--- src/rtl/ctx_stall_pkg.sv ---
package ctx_stall_pkg;
  localparam int NCTX = 8;
  localparam int DW   = 8;
  localparam int CNTW = 8;
  localparam int CW   = $clog2(NCTX);
  localparam int BW   = $clog2(DW);

  typedef enum logic [1:0] {
    REQ_NONE    = 2'd0,
    REQ_WAIT_LO = 2'd1,
    REQ_WAIT_HI = 2'd2,
    REQ_DELAY   = 2'd3
  } reqKind_e;

  // Strobes from the control to the per-context state
  typedef struct packed {
    logic          start;   // begin a stall for ctx
    logic          finish;  // release ctx
    logic          step;    // decrement ctx delay counter
    logic [CW-1:0] ctx;
  } stallStrobe_t;
endpackage

--- src/rtl/ctx_stall_dp.sv ---
module ctx_stall_dp
  import ctx_stall_pkg::*;
#(
  parameter int NCTX_P = NCTX,
  parameter int DW_P   = DW,
  parameter int CNTW_P = CNTW,
  localparam int CW_P  = $clog2(NCTX_P),
  localparam int BW_P  = $clog2(DW_P)
) (
  input  logic              clk,
  input  logic              rstN,
  input  logic [NCTX_P-1:0] ctxRst,
  input  stallStrobe_t      strobe,
  input  logic [CW_P-1:0]   selCtx,
  input  logic [1:0]        reqKind,
  input  logic              reqSrc,
  input  logic [BW_P-1:0]   reqBit,
  input  logic [CNTW_P-1:0] reqCount,
  output logic [NCTX_P-1:0] busyVec,
  output logic              selBusy,
  output logic              selIsDelay,
  output logic              selPol,
  output logic              selSrc,
  output logic [BW_P-1:0]   selBit,
  output logic [CNTW_P-1:0] selCnt
);
  logic [NCTX_P-1:0] isDelayQ, polQ, srcQ;
  logic [BW_P-1:0]   bitQ [NCTX_P];
  logic [CNTW_P-1:0] cntQ [NCTX_P];

  for (genvar c = 0; c < NCTX_P; c++) begin : g_ctx
    logic hit;
    assign hit = (strobe.ctx == CW_P'(c));

    always_ff @(posedge clk or negedge rstN) begin
      if (!rstN) begin
        busyVec[c]  <= 1'b0;
        isDelayQ[c] <= 1'b0;
        polQ[c]     <= 1'b0;
        srcQ[c]     <= 1'b0;
        bitQ[c]     <= '0;
        cntQ[c]     <= '0;
      end else if (ctxRst[c]) begin
        busyVec[c] <= 1'b0;
        cntQ[c]    <= '0;
      end else if (hit) begin
        if (strobe.start) begin
          busyVec[c]  <= 1'b1;
          isDelayQ[c] <= (reqKind == REQ_DELAY);
          polQ[c]     <= (reqKind == REQ_WAIT_HI);
          srcQ[c]     <= reqSrc;
          bitQ[c]     <= reqBit;
          cntQ[c]     <= (reqKind == REQ_DELAY) ? reqCount : '0;
        end else if (strobe.finish) begin
          busyVec[c] <= 1'b0;
          cntQ[c]    <= '0;
        end else if (strobe.step) begin
          cntQ[c] <= cntQ[c] - CNTW_P'(1);
        end
      end
    end
  end

  assign selBusy    = busyVec[selCtx];
  assign selIsDelay = isDelayQ[selCtx];
  assign selPol     = polQ[selCtx];
  assign selSrc     = srcQ[selCtx];
  assign selBit     = bitQ[selCtx];
  assign selCnt     = cntQ[selCtx];
endmodule

--- src/rtl/ctx_stall_ctl.sv ---
module ctx_stall_ctl
  import ctx_stall_pkg::*;
#(
  parameter int NCTX_P = NCTX,
  parameter int DW_P   = DW,
  parameter int CNTW_P = CNTW,
  localparam int CW_P  = $clog2(NCTX_P),
  localparam int BW_P  = $clog2(DW_P)
) (
  input  logic              slotValid,
  input  logic [CW_P-1:0]   slotCtx,
  input  logic [1:0]        reqKind,
  input  logic              reqSrc,
  input  logic [BW_P-1:0]   reqBit,
  input  logic [CNTW_P-1:0] reqCount,
  input  logic [DW_P-1:0]   portIn,
  input  logic [DW_P-1:0]   sharedReg,
  input  logic              selBusy,
  input  logic              selIsDelay,
  input  logic              selPol,
  input  logic              selSrc,
  input  logic [BW_P-1:0]   selBit,
  input  logic [CNTW_P-1:0] selCnt,
  output stallStrobe_t      strobe
);
  logic [DW_P-1:0] heldWord, newWord;
  logic            heldBitVal, newBitVal;

  assign heldWord   = selSrc ? sharedReg : portIn;
  assign newWord    = reqSrc ? sharedReg : portIn;
  assign heldBitVal = heldWord[selBit];
  assign newBitVal  = newWord[reqBit];

  always_comb begin
    strobe     = '0;
    strobe.ctx = slotCtx;
    if (slotValid) begin
      if (selBusy) begin
        if (selIsDelay) begin
          if (selCnt == CNTW_P'(1)) strobe.finish = 1'b1;
          else                      strobe.step   = 1'b1;
        end else if (heldBitVal == selPol) begin
          strobe.finish = 1'b1;
        end
      end else begin
        case (reqKind)
          REQ_WAIT_LO: strobe.start = newBitVal;
          REQ_WAIT_HI: strobe.start = !newBitVal;
          REQ_DELAY:   strobe.start = (reqCount != '0);
          default:     strobe.start = 1'b0;
        endcase
      end
    end
  end
endmodule

--- src/rtl/ctx_stall_ctrl.sv ---
module ctx_stall_ctrl
  import ctx_stall_pkg::*;
#(
  parameter int NCTX_P = NCTX,
  parameter int DW_P   = DW,
  parameter int CNTW_P = CNTW,
  localparam int CW_P  = $clog2(NCTX_P),
  localparam int BW_P  = $clog2(DW_P)
) (
  input  logic              clk,
  input  logic              rstN,
  input  logic [NCTX_P-1:0] ctxRst,
  input  logic              slotValid,
  input  logic [CW_P-1:0]   slotCtx,
  input  logic [1:0]        reqKind,
  input  logic              reqSrc,
  input  logic [BW_P-1:0]   reqBit,
  input  logic [CNTW_P-1:0] reqCount,
  input  logic [DW_P-1:0]   portIn,
  input  logic [DW_P-1:0]   sharedReg,
  output logic [NCTX_P-1:0] holdOut
);
  stallStrobe_t      strobe;
  logic              selBusy, selIsDelay, selPol, selSrc;
  logic [BW_P-1:0]   selBit;
  logic [CNTW_P-1:0] selCnt;

  ctx_stall_ctl #(.NCTX_P(NCTX_P), .DW_P(DW_P), .CNTW_P(CNTW_P)) u_ctl (
    .slotValid(slotValid), .slotCtx(slotCtx), .reqKind(reqKind),
    .reqSrc(reqSrc), .reqBit(reqBit), .reqCount(reqCount),
    .portIn(portIn), .sharedReg(sharedReg),
    .selBusy(selBusy), .selIsDelay(selIsDelay), .selPol(selPol),
    .selSrc(selSrc), .selBit(selBit), .selCnt(selCnt),
    .strobe(strobe)
  );

  ctx_stall_dp #(.NCTX_P(NCTX_P), .DW_P(DW_P), .CNTW_P(CNTW_P)) u_dp (
    .clk(clk), .rstN(rstN), .ctxRst(ctxRst), .strobe(strobe),
    .selCtx(slotCtx), .reqKind(reqKind), .reqSrc(reqSrc),
    .reqBit(reqBit), .reqCount(reqCount), .busyVec(holdOut),
    .selBusy(selBusy), .selIsDelay(selIsDelay), .selPol(selPol),
    .selSrc(selSrc), .selBit(selBit), .selCnt(selCnt)
  );
endmodule

--- config.mk ---
export PLATFORM = sky130hd
export DESIGN_NAME = ctx_stall_ctrl
export DESIGN_NICKNAME = d
export VERILOG_FILES = /design/src/rtl/ctx_stall_pkg.sv /design/src/rtl/ctx_stall_dp.sv /design/src/rtl/ctx_stall_ctl.sv /design/src/rtl/ctx_stall_ctrl.sv
export SDC_FILE = /design/constraint.sdc
export NUM_CORES = 1
export LEC_CHECK = 0
export BUFFER_PORTS_ARGS = -buffer_cell sky130_fd_sc_hd__buf_4
export CORE_ASPECT_RATIO = 1.1
export CORE_MARGIN = 2
export CORE_UTILIZATION = 30
export DETAILED_ROUTE_END_ITERATION = 12
export PLACE_DENSITY_LB_ADDON = 0.3
export SLEW_MARGIN = 15
export SYNTH_ARGS = -nofsm -noshare
export SYNTH_HDL_FRONTEND = slang
export SYNTH_SLANG_ARGS = --single-unit
--- constraint.sdc ---
create_clock -name clk -period 3.9 [get_ports clk]
set_clock_uncertainty 0.05 [all_clocks]
set_input_delay 0.78 -clock clk [delete_from_list [all_inputs] [get_ports clk]]
set_output_delay 0.78 -clock clk [all_outputs]
set_load 0.01 [all_outputs]
* Word-level counts from Yosys, hierarchy flattened
Index checks and enable logic that the tools add are counted.
** Storage, ports and cells
- Output and inout bits :: 8
- Flip-flop bits (word level) :: 120
- Logic and storage cells :: 220
- Bits of input ports :: 44
** Cells by class
- Reductions and logical operators :: 51
- Add/sub/neg operators :: 8
- Equality and inequality tests :: 12
- Magnitude comparators :: 4
- Muxes and demuxes :: 88
- Bitwise gates (word level) :: 9
** Operator list (count)
- $mux W8 :: 45
- $sub A8 B1 Y8 const B :: 8
- $reduce_and A2 Y1 :: 16
- $reduce_bool A4 Y1 :: 8
- $mux W1 :: 30
- $bmux W8 S3 :: 1
- $reduce_and A3 Y1 :: 8
- $reduce_bool A3 Y1 :: 8
- $bmux W1 S3 :: 6
- $reduce_bool A2 Y1 :: 8
- $eq A3 B3 Y1 const B :: 4
- $lt A3 B4 Y1 const B :: 3
- $bmux W3 S3 :: 1
- $mux W3 :: 3
- $eq A8 B1 Y1 const B :: 1
- $not A1 Y1 :: 8
- $reduce_bool A8 Y1 :: 1
- $eq A3 B2 Y1 const B :: 2
- $eq A2 B2 Y1 const B :: 2
- $ge A4 B4 Y1 const B :: 1
- $not A3 Y4 :: 1
- $eq A3 B1 Y1 const B :: 1
- $logic_not A3 Y1 :: 1
- $pmux W1 S3 :: 1
- 4 further kinds :: 4

* Longest topological paths before layout
Gate-level depths: netlist (run 1).
- Depth in word-level cells :: 16
- Mapped depth :: 16
- Gate-level depth less buffers :: 10

* By module
From an unflattened synthesis (run 1), not the netlist that was laid out.
** Second synthesis, totals
- Cell total of the unflattened synthesis :: 743
- Area, all modules :: 7592.3 sq um
** Modules (own cells, without submodules)
- ctx_stall_dp :: cells each 704, area each 7161.9 sq um, seq. area each 3002.9 sq um, instances 1
- ctx_stall_ctl :: cells each 39, area each 430.4 sq um, seq. area each 0.0 sq um, instances 1

* Least setup slack after synthesis (run 1)
OpenSTA, ideal clock, no wires.
- Kind :: input to register
- Start point :: in slotCtx[1]
- End point :: reg u_dp.cntQ[21] (netlist bit)
- Stages :: 12
- Library setup time :: 0.122 ns
- Data required time :: 3.728 ns
- Buffers on the path :: 3
- Path slack :: 0.098 ns
- Arrival time :: 3.630 ns
- Cells stage by stage :: buf_4 buf_6 mux2i_1 mux4_2 mux4_2 nand2_1 and4_4 buf_6 mux2_4 or3_4 a21o_1 a32o_1
** Between the ends
- Longest elaborated chain between the ends :: 15
- Elaborated cells on any way between the ends :: 36
- Classes of those cells :: eq/ne: 3; mux: 29; bitwise: 1; reduce/logical: 3
** Ends and longest elaborated chain
- start: declaration :: RTL line ctx_stall_ctrl.sv:14 : input logic [CW_P-1:0] slotCtx,
- $not A3 Y4 (implied by the code) :: RTL line ctx_stall_dp.sv:68, ctx_stall_dp.sv:69
- $bmux W3 S3 :: RTL line ctx_stall_dp.sv:68 : assign selBit = bitQ[selCtx];
- $mux W3 (implied by the code) (2 in series) :: RTL line ctx_stall_dp.sv:68
- $bmux W1 S3 :: RTL line ctx_stall_ctl.sv:31 : assign heldBitVal = heldWord[selBit];
- $mux W1 (implied by the code) :: RTL line ctx_stall_ctl.sv:31
- $eq A1 B1 Y1 :: RTL line ctx_stall_ctl.sv:42 : end else if (heldBitVal == selPol) begin
- $mux W1 :: RTL line ctx_stall_ctl.sv:42
- $mux W1 :: RTL line ctx_stall_ctl.sv:39 : if (selIsDelay) begin
- $mux W2 :: RTL line ctx_stall_ctl.sv:38 : if (selBusy) begin
- $mux W3 :: RTL line ctx_stall_ctl.sv:37 : if (slotValid) begin
- $mux W8 :: RTL line ctx_stall_dp.sv:54 : end else if (strobe.finish) begin
- $mux W8 :: RTL line ctx_stall_dp.sv:47 : if (strobe.start) begin
- $mux W8 :: RTL line ctx_stall_dp.sv:46 : end else if (hit) begin
- $mux W8 :: RTL line ctx_stall_dp.sv:43 : end else if (ctxRst[c]) begin
- end signal: indexed assignment :: RTL line ctx_stall_dp.sv:53 : cntQ[c] <= (reqKind == REQ_DELAY) ? reqCount : '0;
- end signal: indexed assignment :: RTL line ctx_stall_dp.sv:58 : cntQ[c] <= cntQ[c] - CNTW_P'(1);
- end: declaration :: RTL line ctx_stall_dp.sv:29 : logic [CNTW_P-1:0] cntQ [NCTX_P];
Parallel ways exist; a longest one is shown, timed or not. The select of a mux whose other input is x is not followed.
A chain may end at the register's enable or synchronous reset.

* Final worst setup path (run 1)
- Start point :: in slotCtx[2]
- End point :: reg u_dp.cntQ[35] (netlist bit)
Same word-level chain as after synthesis.

==> metrics.md, run 1 <==
| Metric | Value |
|---|---|
| P_int | 2.79 mW |
| Total routing usage reported by global routing | 18.5% |
| Final cycle utilization of the critical path | 89.8% |
| Post-DP HPWL | 16,900 um |
| Clock slew at reported path FFs | 0.06 ns |
| Syn nets | 834 |
| Height of the die | 169 um |
| Vias in the first global route | 6,586 |
| Clk root buf | clkbuf_16 |
| Part of the power in registers | 36.2% |
| Logic pwr share | 24.0% |
| Clock sink count | 120 |
| VDD IR max | 315 uV |
| Most common cell after layout, fill and taps aside | dfrtp_1 |
| Pin count of the biggest net entering global routing | 49 |
| Post-CTS Hold Buffers | 0 |
| Buf+Inv Stages, Crit Path | 3 |
| Multi-input gate area | 4070 um^2 |
| Synth warnings | 0 |
| Routed WL | 23,400 um |
| Crit path top cell by count | buf_4 |
| Die width | 154 um |
| Post-Syn Area per Cell | 9.55 um^2 |
| Fillers | 2,496 |
| CP Class | input port to flip-flop |
| WL per Instance | 19.6 um |
| Top Family by Delay on Critical Path | multiplexers |
| Switch share | 30.1% |
| Setup Slack @ Placement | -0.0564 ns |
| Grt total ovfl | 0 |
| Worst-path cell chain | buf_4, mux2_4, o22a_1, o221ai_4, mux4_2, nand2_1, and4_4, buf_4, mux2i_2, buf_4, and2_1, nand2_1, o221ai_1 |
| Seq. cell area | 3000 um^2 |
| R2R Path End | u_dp.cntQ[35] |
| Drt first pass iters | 7 |
| First-pass GRT wire length | 37,400 um |
| Slew Limit Fails | 0 |
| Setup WS post-layout | 0.400 ns |
| # setup viols final | 0 |
| Hold Vio Cnt, Final | 0 |
| PD cells | 436 nW/um^2 |
| CTS tree | yes |
| Post_cts resized | 0 |
| Layout Nets | 922 |
| Postcts setup bufs | 0 |
| Post-Syn Instances | 782 |
| Final antenna-violating net count | 0 |
| Io pins | 52 |
| Unrepaired setup endpoints after global routing | no |
| Initial Util | 30.5% |
| Max stage delay on crit path | 0.54 ns |
| Number of synthesized flops with an enable pin | 0 |
| Most frequent cells in the layout | 120 x dfrtp_1, 112 x buf_4, 79 x a21oi_1, 61 x nor2_1, 58 x nand2_1 |
| Port Buf Inserts | 51 |
| Number of core rows | 60 |
| Required @ worst endpoint | 4.20 ns |
| Post-synthesis sequential area ratio | 40.2% |
| Number of DRC markers in iteration 0 | 610 |
| NetSw | 1.20 mW |
| Initial antenna violation count | 0 |
| Core area | 24,500 um^2 |
| Fin area | 9140 um^2 |
| Later-pin clock latency in the skew report | 0.44 ns |
| Slowest cell on crit path | mux4_2 |
| Crit path time final | 3.50 ns |
| Final Non-Filler Cells | 1,193 |
| Crit end category | flip-flop |
| N_diodes | 0 |
| Slew @ Worst Pin | 0.701 ns |
| #FFs+latches synth | 120 |
| Startpoint types | input port |
| Reg2Reg Depth | 12 |
| Leak | 3.99 nW |
| Worst R2R Setup Slack | 0.52 ns |
| Top achievable clock speed | 286 MHz |
| Vias per cell | 5.66 |
| Total number of vias | 6,748 |
| Max Cap Viol | 0 |
| Type of the most critical hold path | input port to async pin |
| Ratio of cells with drive above 1 in the final layout | 27.3% |
| Area growth syn-to-layout | 22.4% |
| Reg2Reg Launch Point | u_dp.srcQ[0] |
| Synth cell types | 66 |
| Post-DP Area | 8550 um^2 |
| H-tree levels | 4 |
| CP arrival | 3.80 ns |
| Dpl cells | 1,161 |
| GPL Wtd Cong | 0.864 |
| Clock power frac | 39.9% |
| DRC violations left | 0 |
| Status | completed |
| Main synth FF type | dfrtp_1 |
| Maximum root-to-sink buffer count | 2 |
| Async SR Flop Fraction | 100% |
| Rel. slew slack | 52.9% |
| Post-Syn Area | 7470 um^2 |
| Worst-path maximum fanout | 12 |
| Die area | 26,200 um^2 |
| TritonCTS Buffers | 17 |
## logic make-up (layout without fill, tap and decap cells)
group | Yosys count | count (layout) | synth area share, %
simple gates | 254 | 254 | 17.0
compound gates | 217 | 217 | 19.5
flops | 120 | 120 | 40.2
mux | 93 | 93 | 16.4
buf+inv | 88 | 189 | 5.30
fa+ha+maj | 8 | 8 | 1.34
xor+xnor | 2 | 2 | 0.235
## metal layers
metal	GRT usage, %	up-vias	share of wire, %
li1	-	3128	-
met1	24.9	3344	45
met2	29.5	243	47
met3	4.34	33	6.2
met4	6.00	0	2.0
met5	0	-	0
## layout make-up
class	count	share of cell area, %
Multi-Input combinational cell	574	44.5
Sequential cell	120	32.9
Timing Repair Buffer	117	10.3
Clock buffer	19	4.85
Tap cell	310	4.24
Inverter	40	1.64
Clock inverter	13	1.60
## cells in the mapped netlist, drive strengths merged, types with 3 or more instances
| library cell | number | share of area, % |
|---|---|---|
| dfrtp | 120 | 40 |
| a21oi | 79 | 5.3 |
| nor2 | 62 | 3.2 |
| nand2 | 59 | 3.0 |
| mux2 | 55 | 8.4 |
| inv | 40 | 2.0 |
| nor3 | 31 | 2.4 |
| o21ai | 28 | 1.9 |
| nand3 | 26 | 1.7 |
| buf | 25 | 2.1 |
| o32ai | 24 | 2.8 |
| clkbuf | 23 | 1.2 |
| mux2i | 21 | 2.9 |
| a211oi | 20 | 2.2 |
| a31oi | 18 | 1.5 |
| nand2b | 18 | 1.5 |
| mux4 | 17 | 5.1 |
| nor4 | 15 | 1.3 |
| or3 | 11 | 1.1 |
| a32oi | 8 | 0.94 |
| ha | 8 | 1.3 |
| a311oi | 6 | 0.70 |
| and2 | 6 | 0.50 |
| and3 | 6 | 0.50 |
| or2 | 6 | 0.50 |
| a221o | 5 | 0.67 |
| a221oi | 5 | 0.67 |
| nand3b | 5 | 0.50 |
| o211ai | 4 | 0.40 |
| nor2b | 3 | 0.28 |
| o22ai | 3 | 0.25 |
## power groups by stage
stage | Combinational (mW) | Sequential (mW) | Clock, mW
detailed placement | 0.949 | 1.46 | 0
finish | 0.955 | 1.44 | 1.59
floorplan | 0.638 | 1.44 | 0
global route | 1.04 | 1.46 | 1.66
CTS | 0.953 | 1.44 | 1.61
global placement | 0.941 | 1.46 | 0
## worst max-delay path by stage
| stage | from | endpoint | slack [ns] | depth (start not counted) |
|---|---|---|---|---|
| 2_1_floorplan | slotCtx[1] | u_dp.cntQ[21] | 0.1 | 12 |
| 3_3_place_gp | slotCtx[2] | u_dp.cntQ[11] | -0.03 | 11 |
| 3_5_place_dp | slotCtx[2] | u_dp.cntQ[15] | -0.06 | 11 |
| 4_1_cts | slotCtx[2] | u_dp.cntQ[10] | 0.41 | 11 |
| 5_1_grt | slotCtx[2] | u_dp.busyVec[0] | 0.24 | 14 |
| 6_report | slotCtx[2] | u_dp.cntQ[35] | 0.40 | 13 |
## registers in the layout, summed over array words and instances (netlist names)
register and cells:
u_dp.cntQ 64, u_dp.bitQ 24, u_dp.busyVec 8, u_dp.isDelayQ 8
u_dp.polQ 8, u_dp.srcQ 8
## through the flow
step	total power [mW]	setup TNS [ns]	hold slack, ns	utilization (%)
floorplan	2.08	0	0.425	-
global placement	2.40	-0.148	0.434	34.9
detailed placement	2.41	-0.381	0.442	34.9
CTS	4.01	0	0.351	37.3
global route	4.16	0	0.380	37.3
finish	3.99	0	0.333	37.3
No activity file was read; power rests on OpenSTA's default activity.
==> run 2, diff against run 1 <==
- PLACE_DENSITY_LB_ADDON: 0.3 -> default
==> metrics.md, run 2 (synthesis results as in run 1) <==
| Metric | Value |
|---|---|
| Clock sink count | 120 |
| Number of flip-flops in the largest register | 64 |
| Slew Limit Fails | 0 |
| TritonCTS Buffers | 17 |
| DRC violations left | 0 |
| H-tree levels | 4 |
| Grt total ovfl | 0 |
| Critical path depth | 12 |
| GPL Wtd Cong | 0.894 |
| Buf+Inv Stages, Crit Path | 2 |
| Fin area | 9140 um^2 |
| Top Family by Delay on Critical Path | multiplexers |
| Clk root buf | clkbuf_16 |
| Final antenna-violating net count | 0 |
| PD cells | 447 nW/um^2 |
| Layout Nets | 915 |
| Type of the most critical hold path | input port to async pin |
| Required @ worst endpoint | 4.14 ns |
| Height of the die | 169 um |
| VDD IR max | 328 uV |
| Slowest cell on crit path | mux4_2 |
| Setup Slack @ Placement | -0.0979 ns |
| Die area | 26,200 um^2 |
| Final cycle utilization of the critical path | 91.5% |
| Reg2Reg Launch Point | u_dp.srcQ[0] |
| Total number of vias | 6,671 |
| Post-CTS Hold Buffers | 0 |
| Post-DP Area | 8510 um^2 |
| Power Total | 4.09 mW |
| WL per Instance | 19.5 um |
| Worst-path cell chain | buf_4, mux2_4, o22a_1, o221ai_4, mux4_2, nand2_1, and4_4, mux2_4, buf_4, nor3_2, mux2i_1, a31oi_1 |
| Initial antenna violation count | 1 |
| Post_cts resized | 0 |
| Ratio of cells with drive above 1 in the final layout | 26.7% |
| Top achievable clock speed | 280 MHz |
| Later-pin clock latency in the skew report | 0.44 ns |
| Max stage delay on crit path | 0.54 ns |
| Number of DRC markers in iteration 0 | 587 |
| Area growth syn-to-layout | 22.4% |
| Clock slew at reported path FFs | 0.05 ns |
| Hold slack | 0.272 ns |
| Drt first pass iters | 5 |
| Leak | 3.99 nW |
| Routed WL | 23,200 um |
| Io pins | 52 |
| CP Class | input port to flip-flop |
| Unrepaired setup endpoints after global routing | no |
| Startpoint types | input port |
| Top Registers | u_dp.cntQ x64, u_dp.bitQ x24 |
| Worst-path maximum fanout | 6 |
| Crit end category | flip-flop |
| Most frequent cells in the layout | 120 x dfrtp_1, 104 x buf_4, 79 x a21oi_1, 61 x nor2_1, 58 x nand2_1 |
| Vias in the first global route | 6,726 |
| R2R Path End | u_dp.cntQ[63] |
| Crit path time final | 3.57 ns |
| Core area | 24,500 um^2 |
| Initial Util | 30.5% |
| Slew @ Worst Pin | 0.955 ns |
| Hold Vio Cnt, Final | 0 |
| CP arrival | 3.81 ns |
| Reg2Reg Depth | 11 |
| Port Buf Inserts | 51 |
| Die width | 154 um |
| Total routing usage reported by global routing | 18.3% |
| Max Cap Viol | 0 |
| Post-route setup TNS | 0 ns |
| # setup viols final | 0 |
| Pin count of the biggest net entering global routing | 58 |
| Post-DP HPWL | 16,500 um |
| Most flop-heavy register | u_dp.cntQ |
| Maximum root-to-sink buffer count | 2 |
| Most common cell after layout, fill and taps aside | dfrtp_1 |
| First-pass GRT wire length | 37,300 um |
| Setup WS post-layout | 0.333 ns |
| CTS tree | yes |
| Rel. slew slack | 35.6% |
| Number of core rows | 60 |
| Postcts setup bufs | 0 |
| Worst R2R Setup Slack | 0.45 ns |
| Status | completed |
| Vias per cell | 5.62 |
run 2: changes by cell type in the layout (fill, tap and decap cells not counted), moves of 2 or more:
cell | previous run | this run
clkinv_4 | 4 | 1
inv_6 | 3 | 1
clkinv_2 | 2 | 4
bufinv_16 | 2 | 4
buf_4 | 112 | 104
run 2: area by class of cell:
type,count,area (um^2)
Fill cell,2457,15300
Multi-Input combinational cell,574,4070
Antenna cell,1,2.50
Inverter,40,150
Clock inverter,12,173
Clock buffer,20,457
Timing Repair Buffer,110,901
Sequential cell,120,3000
Tap cell,310,388
run 2: how the worst max path moves through the flow:
stage / startpoint / end / slack [ns]
after floorplan: slotCtx[1] / u_dp.cntQ[21] / 0.1
after global placement: slotCtx[2] / u_dp.cntQ[10] / -0.04
after detailed placement: slotCtx[2] / u_dp.cntQ[62] / -0.1
after CTS: slotCtx[2] / u_dp.cntQ[63] / 0.35
after global routing: slotCtx[2] / u_dp.cntQ[63] / 0.16
final: slotCtx[2] / u_dp.cntQ[63] / 0.33
run 2: power by group:
group | internal, mW | switching [mW]
Sequential | 1.37 | 0.0767
Clock | 1.10 | 0.592
Combinational | 0.449 | 0.502
Total | 2.92 | 1.17
run 2: stage by stage:
| step | utilization, % | cells |
|---|---|---|
| after floorplan | - | 782 |
| after global placement | 34.8 | 1154 |
| after detailed placement | 34.8 | 1154 |
| after CTS | 37.3 | 1186 |
| after global routing | 37.4 | 1187 |
| final | 37.4 | 1187 |
run 2: layer usage:
layer / part of all wire [%] / GRT usage (%) / routed length (um)
met3: 6.4 / 4.01 / 1490
met2: 47 / 28.8 / 10900
met5: 0 / 0 / 0
met4: 3.5 / 8.45 / 821
met1: 43 / 24.2 / 9980
==> run 3, diff against run 2 <==
- MAX_ROUTING_LAYER: default -> met4
==> metrics.md, run 3 (synthesis results as in run 1) <==
| Metric | Value |
|---|---|
| Status | completed |
| Startpoint types | input port |
| Number of core rows | 60 |
| DRC violations left | 0 |
| Dpl cells | 1,154 |
| Later-pin clock latency in the skew report | 0.43 ns |
| Post-DP HPWL | 16,500 um |
| Logic pwr share | 23.2% |
| Pin count of the biggest net entering global routing | 58 |
| Fin area | 9140 um^2 |
| Required @ worst endpoint | 4.14 ns |
| Leak | 3.99 nW |
| Maximum root-to-sink buffer count | 2 |
| Layout Nets | 915 |
| First-pass GRT wire length | 37,300 um |
| Switch share | 28.6% |
| Worst-path maximum fanout | 6 |
| GPL Wtd Cong | 0.909 |
| CP Class | input port to flip-flop |
| Post-CTS Hold Buffers | 0 |
| Number of flip-flops in the largest register | 64 |
| Max Cap Viol | 0 |
| Vias in the first global route | 6,712 |
| Postcts setup bufs | 0 |
| Total routing usage reported by global routing | 18.9% |
| Setup WS post-layout | 0.341 ns |
| Final antenna-violating net count | 0 |
| Grt total ovfl | 0 |
| # setup viols final | 0 |
| Top Registers | u_dp.cntQ x64, u_dp.bitQ x24 |
| Clock sink count | 120 |
| Initial Util | 30.5% |
| Crit path time final | 3.56 ns |
| Clock power frac | 41.4% |
| Final cycle utilization of the critical path | 91.3% |
| Slew Limit Fails | 0 |
| NetSw | 1.17 mW |
| Most frequent cells in the layout | 120 x dfrtp_1, 104 x buf_4, 79 x a21oi_1, 61 x nor2_1, 58 x nand2_1 |
| Post-DP Area | 8510 um^2 |
| Unrepaired setup endpoints after global routing | no |
| Slew @ Worst Pin | 0.963 ns |
| Number of DRC markers in iteration 0 | 598 |
| Initial antenna violation count | 1 |
| Die area | 26,200 um^2 |
| Core area | 24,500 um^2 |
| Final core occ | 37.4% |
| VDD IR max | 326 uV |
| Setup Slack @ Placement | -0.0979 ns |
| CP arrival | 3.80 ns |
| Area growth syn-to-layout | 22.4% |
| CTS tree | yes |
| Crit end category | flip-flop |
| P_int | 2.92 mW |
| Port Buf Inserts | 51 |
| Height of the die | 169 um |
| Clock slew at reported path FFs | 0.06 ns |
| Type of the most critical hold path | input port to async pin |
| PD cells | 447 nW/um^2 |
| Rel. slew slack | 35.1% |
| Reg2Reg Depth | 11 |
| Io pins | 52 |
| Drt first pass iters | 7 |
| Top achievable clock speed | 281 MHz |
| WL per Instance | 19.5 um |
| Clk root buf | clkbuf_16 |
| Most common cell after layout, fill and taps aside | dfrtp_1 |
| Post_cts resized | 0 |
| Total number of vias | 6,669 |
| TritonCTS Buffers | 17 |
| Routed WL | 23,100 um |
| Part of the power in registers | 35.4% |
| Ratio of cells with drive above 1 in the final layout | 26.7% |
| Power Total | 4.09 mW |
| Most flop-heavy register | u_dp.cntQ |
| H-tree levels | 4 |
| Die width | 154 um |
| Final Non-Filler Cells | 1,187 |
| Vias per cell | 5.62 |
| Hold Vio Cnt, Final | 0 |
## run 3: final timing paths
kind / from / end / slack (ns)
worst min register to register: u_dp.polQ[0] / u_dp.polQ[0] / 0.45
worst min-delay path: rstN / u_dp.polQ[6] / 0.26
worst max-delay path: slotCtx[2] / u_dp.cntQ[63] / 0.34
max in group asynchronous: rstN / u_dp.cntQ[63] / 2.74
worst max register to register: u_dp.srcQ[0] / u_dp.cntQ[63] / 0.46
min in group clk: u_dp.polQ[0] / u_dp.polQ[0] / 0.45
## run 3: worst max-delay path: stages
cell	delay (ns)
buf_4	0.12
mux2_4	0.28
o22a_1	0.23
o221ai_4	0.27
mux4_2	0.54
nand2_1	0.09
and4_4	0.27
mux2_4	0.35
buf_4	0.17
nor3_2	0.35
mux2i_1	0.23
a31oi_1	0.11
## run 3: cell type report
class / instances / area (um^2)
Fill cell: 2457 / 15300
Multi-Input combinational cell: 574 / 4070
Sequential cell: 120 / 3000
Timing Repair Buffer: 110 / 901
Clock buffer: 20 / 457
Tap cell: 310 / 388
Clock inverter: 12 / 173
Inverter: 40 / 150
Antenna cell: 1 / 2.50
## run 3: layer usage
| layer | routed length (um) | part of all wire [%] | global-route usage [%] | vias up |
|---|---|---|---|---|
| li1 | - | - | - | 3104 |
| met1 | 10000 | 43 | 24.2 | 3277 |
| met2 | 10900 | 47 | 28.8 | 238 |
| met3 | 1420 | 6.1 | 3.40 | 50 |
| met4 | 767 | 3.3 | 9.42 | 0 |
| met5 | 0 | 0 | - | - |
## run 3: power by group through the flow
stage	clock [mW]	sequential (mW)	combinational, mW
6_report	1.69	1.45	0.950
2_1_floorplan	0	1.44	0.638
3_5_place_dp	0	1.47	0.944
5_1_grt	1.76	1.46	1.04
4_1_cts	1.72	1.45	0.947
3_3_place_gp	0	1.46	0.929
## run 3: through the flow
step	hold slack, ns	setup TNS (ns)
6_report	0.261	0
5_1_grt	0.298	0
4_1_cts	0.271	0
3_5_place_dp	0.445	-0.473
3_3_place_gp	0.436	-0.207
2_1_floorplan	0.425	0
